[src/rtl/tfg_pkg.sv]
package tfg_pkg;

  typedef enum logic [1:0] {
    MODE_STRUCT     = 2'd0,
    MODE_WALK       = 2'd1,
    MODE_PRBS       = 2'd2,
    MODE_STRUCT_ALT = 2'd3
  } mode_e;

  typedef enum logic [2:0] {
    PH_SOF  = 3'd0,
    PH_HDR  = 3'd1,
    PH_BODY = 3'd2,
    PH_FTR  = 3'd3,
    PH_EOF  = 3'd4
  } phase_e;

  localparam int HDR_WORDS    = 9;
  localparam int FTR_WORDS    = 3;
  localparam int HDR_NUM_POS  = 3;
  localparam int HDR_TAG_POS  = 4;
  localparam int CTRL_WORDS   = 2;
  // words of a structured frame that are not payload
  localparam int STRUCT_FIXED = CTRL_WORDS + HDR_WORDS + FTR_WORDS;

  function automatic logic is_struct(mode_e m);
    return (m != MODE_WALK) && (m != MODE_PRBS);
  endfunction

endpackage

[src/rtl/tfg_lfsr.sv]
module tfg_lfsr #(
  parameter int          W    = 32,
  parameter logic [W-1:0] SEED = 32'h2545F491,
  parameter logic [W-1:0] POLY = 32'h80200003
) (
  input  logic         clk,
  input  logic         rst,
  input  logic         adv,
  output logic [W-1:0] state
);

  logic [W-1:0] nxt;

  // Galois form, shifting toward bit 0
  always_comb begin
    nxt = {1'b0, state[W-1:1]};
    if (state[0]) nxt = nxt ^ POLY;
  end

  always_ff @(posedge clk) begin
    if (rst)      state <= SEED;
    else if (adv) state <= nxt;
  end

endmodule

[src/rtl/tfg_seq.sv]
module tfg_seq
  import tfg_pkg::*;
#(
  parameter int MIN_LEN = 16,
  parameter int MAX_LEN = 1024,
  parameter int LW      = 11
) (
  input  logic          clk,
  input  logic          rst,
  input  logic          step,
  input  logic [1:0]    mode_in,
  input  logic [LW-1:0] len_in,
  output phase_e        phase,
  output logic [LW-1:0] idx,
  output mode_e         mode_q,
  output logic [LW-1:0] len_q,
  output logic [31:0]   frame_n
);

  logic [LW-1:0] len_c;
  logic [LW-1:0] body_last;
  mode_e         mode_new;

  assign mode_new = mode_e'(mode_in);

  always_comb begin
    if (len_in < LW'(MIN_LEN))      len_c = LW'(MIN_LEN);
    else if (len_in > LW'(MAX_LEN)) len_c = LW'(MAX_LEN);
    else                            len_c = len_in;
  end

  // index of the final body word for the latched frame
  always_comb begin
    if (is_struct(mode_q)) body_last = len_q - LW'(STRUCT_FIXED + 1);
    else                   body_last = len_q - LW'(CTRL_WORDS + 1);
  end

  always_ff @(posedge clk) begin
    if (rst) begin
      phase   <= PH_SOF;
      idx     <= '0;
      mode_q  <= MODE_STRUCT;
      len_q   <= LW'(MIN_LEN);
      frame_n <= '0;
    end else if (step) begin
      case (phase)
        PH_SOF: begin
          mode_q  <= mode_new;
          len_q   <= len_c;
          frame_n <= frame_n + 32'd1;
          idx     <= '0;
          phase   <= is_struct(mode_new) ? PH_HDR : PH_BODY;
        end
        PH_HDR: begin
          if (idx == LW'(HDR_WORDS - 1)) begin
            idx   <= '0;
            phase <= PH_BODY;
          end else begin
            idx <= idx + LW'(1);
          end
        end
        PH_BODY: begin
          if (idx == body_last) begin
            idx   <= '0;
            phase <= is_struct(mode_q) ? PH_FTR : PH_EOF;
          end else begin
            idx <= idx + LW'(1);
          end
        end
        PH_FTR: begin
          if (idx == LW'(FTR_WORDS - 1)) begin
            idx   <= '0;
            phase <= PH_EOF;
          end else begin
            idx <= idx + LW'(1);
          end
        end
        default: begin
          idx   <= '0;
          phase <= PH_SOF;
        end
      endcase
    end
  end

endmodule

[src/rtl/tfg_word.sv]
module tfg_word
  import tfg_pkg::*;
#(
  parameter int                   LW       = 11,
  parameter logic [31:0]          SOF_WORD = 32'h1B0FF00D,
  parameter logic [31:0]          EOF_WORD = 32'hE0F0E0F0,
  parameter logic [HDR_WORDS-1:0][31:0] HDR_INIT = '0
) (
  input  phase_e        phase,
  input  logic [LW-1:0] idx,
  input  mode_e         mode_q,
  input  logic [LW-1:0] len_q,
  input  logic [31:0]   frame_n,
  input  logic [31:0]   lfsr_q,
  output logic          w_ctrl,
  output logic [31:0]   w_data
);

  logic [31:0] hdr_word;
  logic [31:0] body_word;
  logic [31:0] ftr_word;
  logic [31:0] tag_full;

  assign tag_full = (frame_n * 32'd3) - 32'd2;

  always_comb begin
    hdr_word = '0;
    for (int k = 0; k < HDR_WORDS; k++) begin
      if (idx == LW'(k)) begin
        if (k == HDR_NUM_POS)      hdr_word = frame_n;
        else if (k == HDR_TAG_POS) hdr_word = {20'd0, tag_full[11:0]};
        else                       hdr_word = HDR_INIT[k];
      end
    end
  end

  always_comb begin
    case (mode_q)
      MODE_WALK: body_word = 32'd1 << idx[4:0];
      MODE_PRBS: body_word = lfsr_q;
      default:   body_word = 32'(idx);
    endcase
  end

  always_comb begin
    case (idx[1:0])
      2'd0:    ftr_word = 32'd1;
      2'd1:    ftr_word = 32'(len_q) - 32'(STRUCT_FIXED);
      default: ftr_word = 32'd0;
    endcase
  end

  always_comb begin
    w_ctrl = 1'b0;
    case (phase)
      PH_SOF:  begin w_ctrl = 1'b1; w_data = SOF_WORD; end
      PH_HDR:  w_data = hdr_word;
      PH_BODY: w_data = body_word;
      PH_FTR:  w_data = ftr_word;
      default: begin w_ctrl = 1'b1; w_data = EOF_WORD; end
    endcase
  end

endmodule

[src/rtl/frame_pattern_gen.sv]
module frame_pattern_gen
  import tfg_pkg::*;
#(
  parameter int          MIN_LEN   = 16,
  parameter int          MAX_LEN   = 1024,
  parameter logic [31:0] SOF_WORD  = 32'h1B0FF00D,
  parameter logic [31:0] EOF_WORD  = 32'hE0F0E0F0,
  parameter logic [HDR_WORDS-1:0][31:0] HDR_INIT = {
    32'hA5A50008, 32'hA5A50007, 32'hA5A50006, 32'hA5A50005, 32'hA5A50004,
    32'hA5A50003, 32'hA5A50002, 32'hA5A50001, 32'hA5A50000},
  parameter logic [31:0] PRBS_SEED = 32'h2545F491,
  parameter logic [31:0] PRBS_POLY = 32'h80200003,
  localparam int         LW        = $clog2(MAX_LEN + 1)
) (
  input  logic          clk,
  input  logic          rst,
  input  logic          enable,
  input  logic [1:0]    mode_sel,
  input  logic [LW-1:0] frame_len,
  input  logic          link_ready,
  output logic          out_valid,
  output logic          out_ctrl,
  output logic [31:0]   out_data,
  output logic [31:0]   frame_count
);

  phase_e        phase;
  mode_e         mode_q;
  logic [LW-1:0] idx;
  logic [LW-1:0] len_q;
  logic [31:0]   frame_n;
  logic [31:0]   lfsr_q;
  logic          w_ctrl;
  logic [31:0]   w_data;
  logic          gen_valid;
  logic          load;
  logic          step;
  logic          lfsr_adv;

  // a word is available except at a frame boundary with enable low
  assign gen_valid = (phase != PH_SOF) || enable;
  // output register may take a new word when empty or being drained
  assign load      = !out_valid || link_ready;
  assign step      = load && gen_valid;
  assign lfsr_adv  = step && (phase == PH_BODY) && (mode_q == MODE_PRBS);

  tfg_seq #(
    .MIN_LEN (MIN_LEN),
    .MAX_LEN (MAX_LEN),
    .LW      (LW)
  ) u_seq (
    .clk     (clk),
    .rst     (rst),
    .step    (step),
    .mode_in (mode_sel),
    .len_in  (frame_len),
    .phase   (phase),
    .idx     (idx),
    .mode_q  (mode_q),
    .len_q   (len_q),
    .frame_n (frame_n)
  );

  tfg_lfsr #(
    .W    (32),
    .SEED (PRBS_SEED),
    .POLY (PRBS_POLY)
  ) u_lfsr (
    .clk   (clk),
    .rst   (rst),
    .adv   (lfsr_adv),
    .state (lfsr_q)
  );

  tfg_word #(
    .LW       (LW),
    .SOF_WORD (SOF_WORD),
    .EOF_WORD (EOF_WORD),
    .HDR_INIT (HDR_INIT)
  ) u_word (
    .phase   (phase),
    .idx     (idx),
    .mode_q  (mode_q),
    .len_q   (len_q),
    .frame_n (frame_n),
    .lfsr_q  (lfsr_q),
    .w_ctrl  (w_ctrl),
    .w_data  (w_data)
  );

  always_ff @(posedge clk) begin
    if (rst) begin
      out_valid <= 1'b0;
      out_ctrl  <= 1'b0;
      out_data  <= '0;
    end else if (load) begin
      out_valid <= gen_valid;
      if (gen_valid) begin
        out_ctrl <= w_ctrl;
        out_data <= w_data;
      end
    end
  end

  assign frame_count = frame_n;

endmodule

[config.mk]
export PLATFORM = sky130hd
export DESIGN_NAME = frame_pattern_gen
export DESIGN_NICKNAME = d
export VERILOG_FILES = /design/src/rtl/tfg_pkg.sv /design/src/rtl/tfg_lfsr.sv /design/src/rtl/tfg_seq.sv /design/src/rtl/tfg_word.sv /design/src/rtl/frame_pattern_gen.sv
export SDC_FILE = /design/constraint.sdc
export NUM_CORES = 1
export LEC_CHECK = 0
export ABC_AREA = 1
export BUFFER_PORTS_ARGS = -buffer_cell sky130_fd_sc_hd__buf_2
export CORE_MARGIN = 3
export CORE_UTILIZATION = 40
export DETAILED_ROUTE_END_ITERATION = 8
export PLACE_DENSITY = 0.71
export SYNTH_ARGS = -nofsm -noshare
export SYNTH_HDL_FRONTEND = slang
export SYNTH_SLANG_ARGS = --single-unit
[constraint.sdc]
create_clock -name clk -period 2.1 [get_ports clk]
set_input_delay 0.105 -clock clk [delete_from_list [all_inputs] [get_ports clk]]
set_output_delay 0.105 -clock clk [all_outputs]
set_load 0.02 [all_outputs]
After elaboration in Yosys (flattened, before gate mapping)
Cells that the tools add are included.

Bits in registers: 125. Input port bits: 17. Output and inout bits: 66.

$add $sub $neg: 6. $mul: 1. Order comparisons: 2. Eq/ne operators: 22. Shift operators: 1. Multiplexer cells: 27. Bitwise operators: 1. Reductions and logical operators: 16.

Operator list (number): 32-bit two-way mux (10); 32-bit case mux with 2 select lines (2); 32-bit case mux with 4 select lines (1); 11-bit two-way mux (6); 11-bit by 3-bit == test with 1-bit output, second input constant (4); 11-bit case mux with 3 select lines (1); 32-bit by 1-bit adder with 32-bit output, second input constant (1); 32-bit by 2-bit multiplier with 12-bit output, second input constant (1); 1-bit by 5-bit << shifter with 32-bit output, first input constant (1); 11-bit by 2-bit == test with 1-bit output, second input constant (2); 3-bit two-way mux (4); 3-bit case mux with 4 select lines (1); 11-bit by 4-bit subtractor with 12-bit output, second input constant (1); 12-bit by 2-bit subtractor with 12-bit output, second input constant (1); 11-bit by 1-bit adder with 11-bit output, second input constant (1); 11-bit by 1-bit == test with 1-bit output, second input constant (1); 11-bit == test (1); 11-bit by 4-bit == test with 1-bit output, second input constant (1); 11-bit greater-than comparator, second input constant (1); 11-bit zero test (1); 11-bit by 5-bit < comparator with 1-bit output, second input constant (1); 11-bit by 2-bit subtractor with 11-bit output, second input constant (1); 11-bit by 4-bit subtractor with 11-bit output, second input constant (1); 2-bit by 1-bit inequality test with 1-bit output, second input constant (5); 17 further kinds (26).

Depth between registers and ports, before layout
Gate-level depths: netlist (run 1).

Word-level depth: 11. Depth in mapped cells: 18. Mapped depth without buffers: 18.

Modules after synthesis
A second synthesis (run 1) with hierarchy kept.

Cell total of the unflattened synthesis: 1481. Area total of the unflattened synthesis: 9243.9 µm².

By module, submodules not included: tfg_seq (times used 1, cells each 554, area each 3590.9 µm²); tfg_word (times used 1, cells each 521, area each 2580.0 µm²); frame_pattern_gen (times used 1, cells each 229, area each 1672.9 µm²); tfg_lfsr (times used 1, cells each 177, area each 1400.1 µm²).

Worst setup path after synthesis (run 1)
OpenSTA, ideal clock, no wires.

Path kind: register to register. Start: register u_seq.frame_n[2]. End: register out_data[10]. Library setup time: 132 ps. Arrival time: 2235 ps. Setup slack: -267 ps. Stages on the path, launching flop included: 18. Period minus slack after synthesis: 2367 ps. Path through: dfxtp_1 -> inv_1 -> ha_1 -> inv_1 -> ha_1 -> fa_1 -> nand3_1 -> nand2_1 -> nand3_1 -> nand2_1 -> nand3_1 -> nand2_1 -> nand2_1 -> nand3_1 -> nand2_1 -> nand2_1 -> nand2_1 -> a21oi_1.

Word-level cells in the longest chain between the ends: 8.

Ends and longest elaborated chain: start, declared (RTL line tfg_seq.sv:17) `output logic [31:0] frame_n`; start signal, assigned (RTL line tfg_seq.sv:50) `frame_n <= frame_n + 32'd1;`; 32-bit by 2-bit multiplier with 12-bit output (RTL line tfg_word.sv:24) `assign tag_full = (frame_n * 32'd3) - 32'd2;`; 12-bit by 2-bit subtractor with 12-bit output (RTL line tfg_word.sv:24); 32-bit two-way mux (5 in a row) (RTL line tfg_word.sv:29) `if (idx == LW'(k)) begin`; 32-bit case mux with 4 select lines (RTL line tfg_word.sv:55) `case (phase)`; end signal, assigned (RTL line frame_pattern_gen.sv:100) `out_data <= w_data;`; end, declared (RTL line frame_pattern_gen.sv:23) `output logic [31:0] out_data,`.

Every way passes these cells. A chain may end at the register's enable or synchronous reset.

Worst setup path after layout (run 1)
Start: register u_seq.mode_q[0]. End: register u_seq.idx[8].

Word-level cells in the longest chain between the ends: 6. Elaborated cells between the ends (all ways): 7.

Ends and longest elaborated chain: start, declared (RTL line tfg_seq.sv:15) `output mode_e mode_q,`; start signal, assigned (RTL line tfg_seq.sv:48) `mode_q <= mode_new;`; 2-bit by 1-bit inequality test with 1-bit output / 2-bit inequality test (equally long branches) (RTL line tfg_pkg.sv:27) `return (m != MODE_WALK) && (m != MODE_PRBS);`; 1-bit logical AND (*) (RTL line tfg_pkg.sv:27); 11-bit two-way mux (*) (RTL line tfg_seq.sv:34) `if (is_struct(mode_q)) body_last = len_q - LW'(STRUCT_FIXED + 1);`; 11-bit == test (*) (RTL line tfg_seq.sv:63) `if (idx == body_last) begin`; 11-bit two-way mux (*) (RTL line tfg_seq.sv:63); 11-bit case mux with 3 select lines (*) (RTL line tfg_seq.sv:46) `case (phase)`; end signal, assigned (RTL line tfg_seq.sv:59) `idx <= idx + LW'(1);`; end signal, assigned (RTL line tfg_seq.sv:67) `idx <= idx + LW'(1);`; end signal, assigned (RTL line tfg_seq.sv:75) `idx <= idx + LW'(1);`; end, declared (RTL line tfg_seq.sv:14) `output logic [LW-1:0] idx,`.

Every way passes the cells marked *; elsewhere a longest branch is shown, timed or not.

==> results of run 1 <==
path summary, 6_finish.rpt:
check	endpoint	slack, ns	depth (start not counted)
setup reg to reg	u_seq.idx[8]	-0.21	17
hold / removal	u_seq.len_q[8]	0.03	3
setup / recovery	u_seq.idx[8]	-0.21	17
hold reg to reg	out_data[9]	0.46	2
cells in the final DEF, fill, tap and decap left out, types with 11 or more instances in the layout:
cell	instances
a21oi_1	119
nor3_1	24
nand3_2	16
buf_4	130
o21ai_0	100
clkbuf_16	18
inv_2	13
nor2_2	13
inv_1	154
o22ai_1	17
nand2_1	265
xor2_1	30
a21oi_2	11
dfxtp_1	113
nand4_1	11
buf_2	82
nand3_1	58
nor2_1	102
ha_1	28
what timing repair did:
item	in CTS	in global routing
setup endpoints to repair	18	52
hold endpoints to repair	9	0
gates resized for setup	31	66
hold buffers	9	0
gates cloned	1	2
pin swaps	20	21
buffers inserted	4	13
metal layers:
layer	track usage, %	part of all wire, %	up-vias
li1	-	-	4475
met1	33.90	44	4245
met2	40.67	47	350
met3	3.991	6.2	47
met4	8.360	2.4	0
met5	0	0	-
registers in the layout, indices dropped and copies added, names as in the netlist:
signal,cells
u_seq.len_q,11
out_ctrl,1
out_data,32
u_seq.frame_n,32
u_lfsr.state,32
u_seq.idx,11
u_seq.mode_q,2
out_valid,1
u_seq.phase,3
layout make-up:
type	instances	area (sq um)	share of cell area, %
clock buffers	20	456.7	4.217
clock inverters	12	131.4	1.213
flip-flops and latches	125	2522	23.29
multi-input cells	898	5145	47.50
inverters	172	659.4	6.088
well taps	265	331.6	3.061
repair buffers	227	1584	14.63
power by group:
group / internal, uW / switching, uW
Sequential: 2760 / 296
Combinational: 2000 / 3250
Clock: 1820 / 1200
worst register-to-register path: cells and delay by family (launching register included):
family	cells	cell delay [ns]
flip-flops	1	0.33
AND/OR/NAND/NOR	11	1.02
AO/OA/AOI/OAI	1	0.05
buffers and inverters	3	0.23
adder cells (fa/ha/maj)	2	0.52
metrics by stage:
stage / TNS, ns / hold WS (ns) / power (uW) / setup slack, ns
3_5_place_dp: -1.878 / 0.3790 / 7644 / -0.1639
2_1_floorplan: -0.01162 / 0.2480 / 6033 / -0.01162
3_3_place_gp: -1.404 / 0.3800 / 7606 / -0.1264
4_1_cts: -1.509 / 0.02826 / 10930 / -0.1261
5_1_grt: -5.160 / 0.03354 / 11980 / -0.3404
6_report: -2.635 / 0.02895 / 11320 / -0.2139
logic make-up after synthesis:
kind of cell | after synthesis | synth area share (%)
buffers and inverters | 221 | 10.70
adder cells (fa/ha/maj) | 43 | 6.754
XOR/XNOR | 36 | 3.904
flip-flops | 125 | 30.98
AND/OR/NAND/NOR | 527 | 28.35
AO/OA/AOI/OAI | 290 | 19.30
==> impl_metrics.env, run 1 <==
export IMPL_ys_seq_area_share_pct=30.98
export IMPL_nFillCells=1913
export IMPL_diodes=0
export IMPL_drtAntennaViolNets=0
export IMPL_finalHoldViolCount=0
export IMPL_grt_max_degree=70
export IMPL_cpMostUsedCell="nand2_1"
export IMPL_timing_final_max_slew_violations=0
export IMPL_finClkSkew_ns=0.01302
export IMPL_fin_util_pct=55.11
export IMPL_drt_total_wl_microns=27850
export IMPL_grt_pass1_vias=8319
export IMPL_grtUsageTotal_pct=24.97
export IMPL_period_share_pct=110.2
export IMPL_cp_end_kind="flip-flop"
export IMPL_grt_setup_unrepaired="true"
export IMPL_placed_cell_area_sq_um=9607
export IMPL_num_rows=51
export IMPL_hold_path_startpoint="frame_len[8]"
export IMPL_pin_count=83
export IMPL_grt_pass1_wl_microns=44040
export IMPL_dpl_cell_count=1658
export IMPL_avgSynthCellArea_sq_um=6.503
export IMPL_status="finished, violations left"
export IMPL_drc_errors=0
export IMPL_p_leak_uw=0.004850
export IMPL_worstPathRequired_ns=2.38
export IMPL_ys_top_cells_by_count="nand2_1 (278), inv_1 (164), a21oi_1 (132), dfxtp_1 (125), nor2_1 (111)"
export IMPL_maxSlewHeadroom_pct=45.71
export IMPL_die_w_microns=148.1
export IMPL_fin_crit_ns=2.314
export IMPL_crit_family="simple AND/OR/NAND/NOR gates"
export IMPL_ys_warn_count=0
export IMPL_violations="negative setup slack"
export IMPL_cts_tree="done"
export IMPL_via_per_inst=5.304
export IMPL_dp_hpwl_microns=20660
export IMPL_syn_cell_area_sq_um=8076
export IMPL_synth_enable_flop_cells=0
export IMPL_final_area_sq_um=10830
export IMPL_critical_path_cell_chain="inv_2 -> ha_4 -> inv_4 -> ha_4 -> buf_4 -> nand2_1 -> nand2_1 -> nand3_1 -> nand2_1 -> nor2_1 -> nand2_1 -> nor2_1 -> nand3_1 -> nand2_4 -> nand2_8 -> nand3_2 -> a21oi_2"
export IMPL_vdd_drop_max_mv=0.6676
export IMPL_final_cells=1719
export IMPL_p_per_area_nw_per_um2=1046
export IMPL_syn2layout_area_growth_pct=34.10
export IMPL_synth_area_leaders="dfxtp_1 (31%), nand2_1 (13%), a21oi_1 (8.2%)"
export IMPL_synth_async_reset_ratio_pct=0
export IMPL_antenna_found_initial=0
export IMPL_arrival_ns=2.59
export IMPL_cts_buffers=17
export IMPL_cts_root_buffer="clkbuf_16"
export IMPL_path_class="reg -> reg"
export IMPL_cts_sinks=125
export IMPL_ys_ff_latch=125
export IMPL_place_gp_congestion=0.9444
export IMPL_path_buf_inv=3
export IMPL_vias=9117
export IMPL_synth_ff_type="dfxtp_1"
export IMPL_worst_pin_slew_ns=0.8143
export IMPL_first_pass_iters=6
export IMPL_drive_above_1_share_pct=25.72
export IMPL_cp_max_fo=6
export IMPL_core_area_sq_um=19650
export IMPL_cap_violations=0
export IMPL_setup_slack_ns=-0.2139
export IMPL_clk_latency_ns=0.44
export IMPL_yosys_area_top_type_share_pct=30.98
export IMPL_synthCells=1242
export IMPL_grt_overflow=0
export IMPL_setup_viol=14
export IMPL_fmax_mhz=432.2
export IMPL_synth_nets=1302
export IMPL_synth_most_common_cell="nand2_1"
export IMPL_yosysUniqueCellTypes=46
export IMPL_dieArea_sq_um=21930
export IMPL_drt_initial_drc_count=875
export IMPL_final_nets=1501
export IMPL_die_y_microns=148.1
export IMPL_max_stage_delay_ns=0.33
export IMPL_startpoint="u_seq.mode_q[0]"
export IMPL_clk_path_buf_depth=2
export IMPL_wl_per_cell_microns=16.20
export IMPL_initial_core_util_pct=41.09
export IMPL_synth_largest_area_cell="dfxtp_1"
export IMPL_startpoint_type="flip-flop"
export IMPL_critPathSlowestCell="dfxtp_2"
export IMPL_ctsHtreeMaxLevel=4
export IMPL_path_clk_slew_ns=0.06
export IMPL_hold_class="in -> reg"
export IMPL_r2r_start="u_seq.mode_q[0]"
export IMPL_io_buffers=82
Power figures use the tool's default switching activity.
==> run 2, diff against run 1 <==
- RECOVER_POWER: unset -> 100
==> run 2 against run 1 <==
Compared with the run above:
- the run still ends with negative setup slack left
- critical path depth shrank 9
- worst hold slack hardly changed
- non-clock buffer count unchanged
- sequential share of layout area rose by 0.22 points
==> impl_metrics.env, run 2 (synthesis results as in run 1) <==
export IMPL_drc_errors=0
export IMPL_fmax_mhz=415.4
export IMPL_timing_final_max_slew_violations=0
export IMPL_grt_pass1_wl_microns=44040
export IMPL_vdd_drop_max_mv=0.6656
export IMPL_wl_per_cell_microns=16.24
export IMPL_final_nets=1501
export IMPL_grt_overflow=0
export IMPL_use_met1_pct=33.90
export IMPL_grt_pass1_vias=8319
export IMPL_grtUsageTotal_pct=24.97
export IMPL_critPathSlowestCell="nor3_1"
export IMPL_io_buffers=82
export IMPL_startpoint_type="flip-flop"
export IMPL_setup_viol=119
export IMPL_path_buf_inv=1
export IMPL_dp_hpwl_microns=20660
export IMPL_core_area_sq_um=19650
export IMPL_fin_crit_ns=2.407
export IMPL_final_area_sq_um=10730
export IMPL_violations="negative setup slack"
export IMPL_first_pass_iters=5
export IMPL_met2_usage_pct=40.67
export IMPL_via_per_inst=5.312
export IMPL_drtAntennaViolNets=0
export IMPL_setup_slack_ns=-0.3074
export IMPL_period_share_pct=114.6
export IMPL_nFillCells=1944
export IMPL_diodes=0
export IMPL_placed_cell_area_sq_um=9607
export IMPL_vias=9131
export IMPL_critical_path_cell_chain="nor3_1 -> nand2_1 -> nand2_2 -> buf_12 -> nor2_1 -> nand2_1 -> nor2_1 -> a21oi_1"
export IMPL_cts_sinks=125
export IMPL_maxSlewHeadroom_pct=45.50
export IMPL_finClkSkew_ns=0.01120
export IMPL_path_class="reg -> reg"
export IMPL_num_rows=51
export IMPL_arrival_ns=2.76
export IMPL_pre_cts_ws_ns=-0.1639
export IMPL_final_cell_mix="nand2_1 (265), inv_1 (154), buf_4 (129)"
export IMPL_p_per_area_nw_per_um2=1048
export IMPL_ctsHtreeMaxLevel=4
export IMPL_worst_pin_slew_ns=0.8175
export IMPL_die_w_microns=148.1
export IMPL_tns_ns=-17.29
export IMPL_cts_root_buffer="clkbuf_16"
export IMPL_grt_max_degree=70
export IMPL_cts_buffers=17
export IMPL_finalHoldViolCount=0
export IMPL_hold_class="in -> reg"
export IMPL_drt_total_wl_microns=27920
export IMPL_top_usage_layer="met2"
export IMPL_initial_core_util_pct=41.09
export IMPL_grt_setup_unrepaired="true"
export IMPL_cp_end_kind="flip-flop"
export IMPL_cp_max_fo=26
export IMPL_drt_initial_drc_count=844
export IMPL_clk_latency_ns=0.43
export IMPL_grt_util_met3_pct=3.991
export IMPL_clk_path_buf_depth=2
export IMPL_antenna_found_initial=0
export IMPL_cts_tree="done"
export IMPL_fin_util_pct=54.58
export IMPL_p_leak_uw=0.004571
export IMPL_max_stage_delay_ns=0.61
export IMPL_dieArea_sq_um=21930
export IMPL_crit_family="simple AND/OR/NAND/NOR gates"
export IMPL_die_y_microns=148.1
export IMPL_reg_largest_list="out_data x32, u_lfsr.state x32, u_seq.frame_n x32"
export IMPL_status="finished, violations left"
export IMPL_syn2layout_area_growth_pct=32.83
export IMPL_final_common_cell="nand2_1"
export IMPL_finalPower_uw=11240
export IMPL_drive_above_1_share_pct=21.05
export IMPL_worstPathRequired_ns=2.45
export IMPL_path_clk_slew_ns=0.06
export IMPL_cap_violations=0
export IMPL_pin_count=83
export IMPL_place_gp_congestion=0.9444
-- run 2: power breakdown --
group | internal (uW) | switching [uW]
Clock | 1820 | 1200
Sequential | 2760 | 296
Combinational | 1910 | 3250
Total | 6490 | 4750
-- run 2: worst register-to-register path, stage by stage, from the launching register on --
cell and delay, ns:
dfxtp_1 0.34, nor3_1 0.61, nand2_1 0.14, nand2_2 0.31, buf_12 0.24, nor2_1 0.14, nand2_1 0.29, nor2_1 0.10
a21oi_1 0.18
-- run 2: path summary, 6_finish.rpt --
check / from / endpoint / slack [ns] / depth (start not counted)
setup reg to reg: u_seq.phase[0] / out_data[22] / -0.31 / 8
setup / recovery: u_seq.phase[0] / out_data[22] / -0.31 / 8
hold reg to reg: out_data[9] / out_data[9] / 0.47 / 2
hold / removal: frame_len[6] / u_seq.len_q[6] / 0.03 / 3
-- run 2: routing by layer --
metal / vias to the layer above / wire length (microns)
li1: 4477 / -
met1: 4241 / 12340
met2: 358 / 13230
met3: 55 / 1650
met4: 0 / 708
met5: - / 0
-- run 2: what timing repair did --
item	in CTS	in global routing
pin swaps	20	21
gates cloned	1	2
hold buffers	9	0
hold endpoints to repair	9	0
setup buffers	4	13
resized for setup	31	66
setup endpoints to repair	18	52
-- run 2: metrics by stage --
step | instances | hold WS, ns
after detailed placement | 1658 | 0.3790
after floorplan | 1242 | 0.2480
final | 1719 | 0.02911
after global placement | 1658 | 0.3800
after CTS | 1704 | 0.02826
after global routing | 1719 | 0.03354
-- run 2: layout make-up --
type | instances | area (sq um) | area share [%]
multi-input cells | 898 | 5129 | 47.81
flip-flops and latches | 125 | 2522 | 23.51
repair buffers | 227 | 1498 | 13.96
inverters | 172 | 659.4 | 6.146
clock buffers | 20 | 456.7 | 4.257
well taps | 265 | 331.6 | 3.091
clock inverters | 12 | 131.4 | 1.225
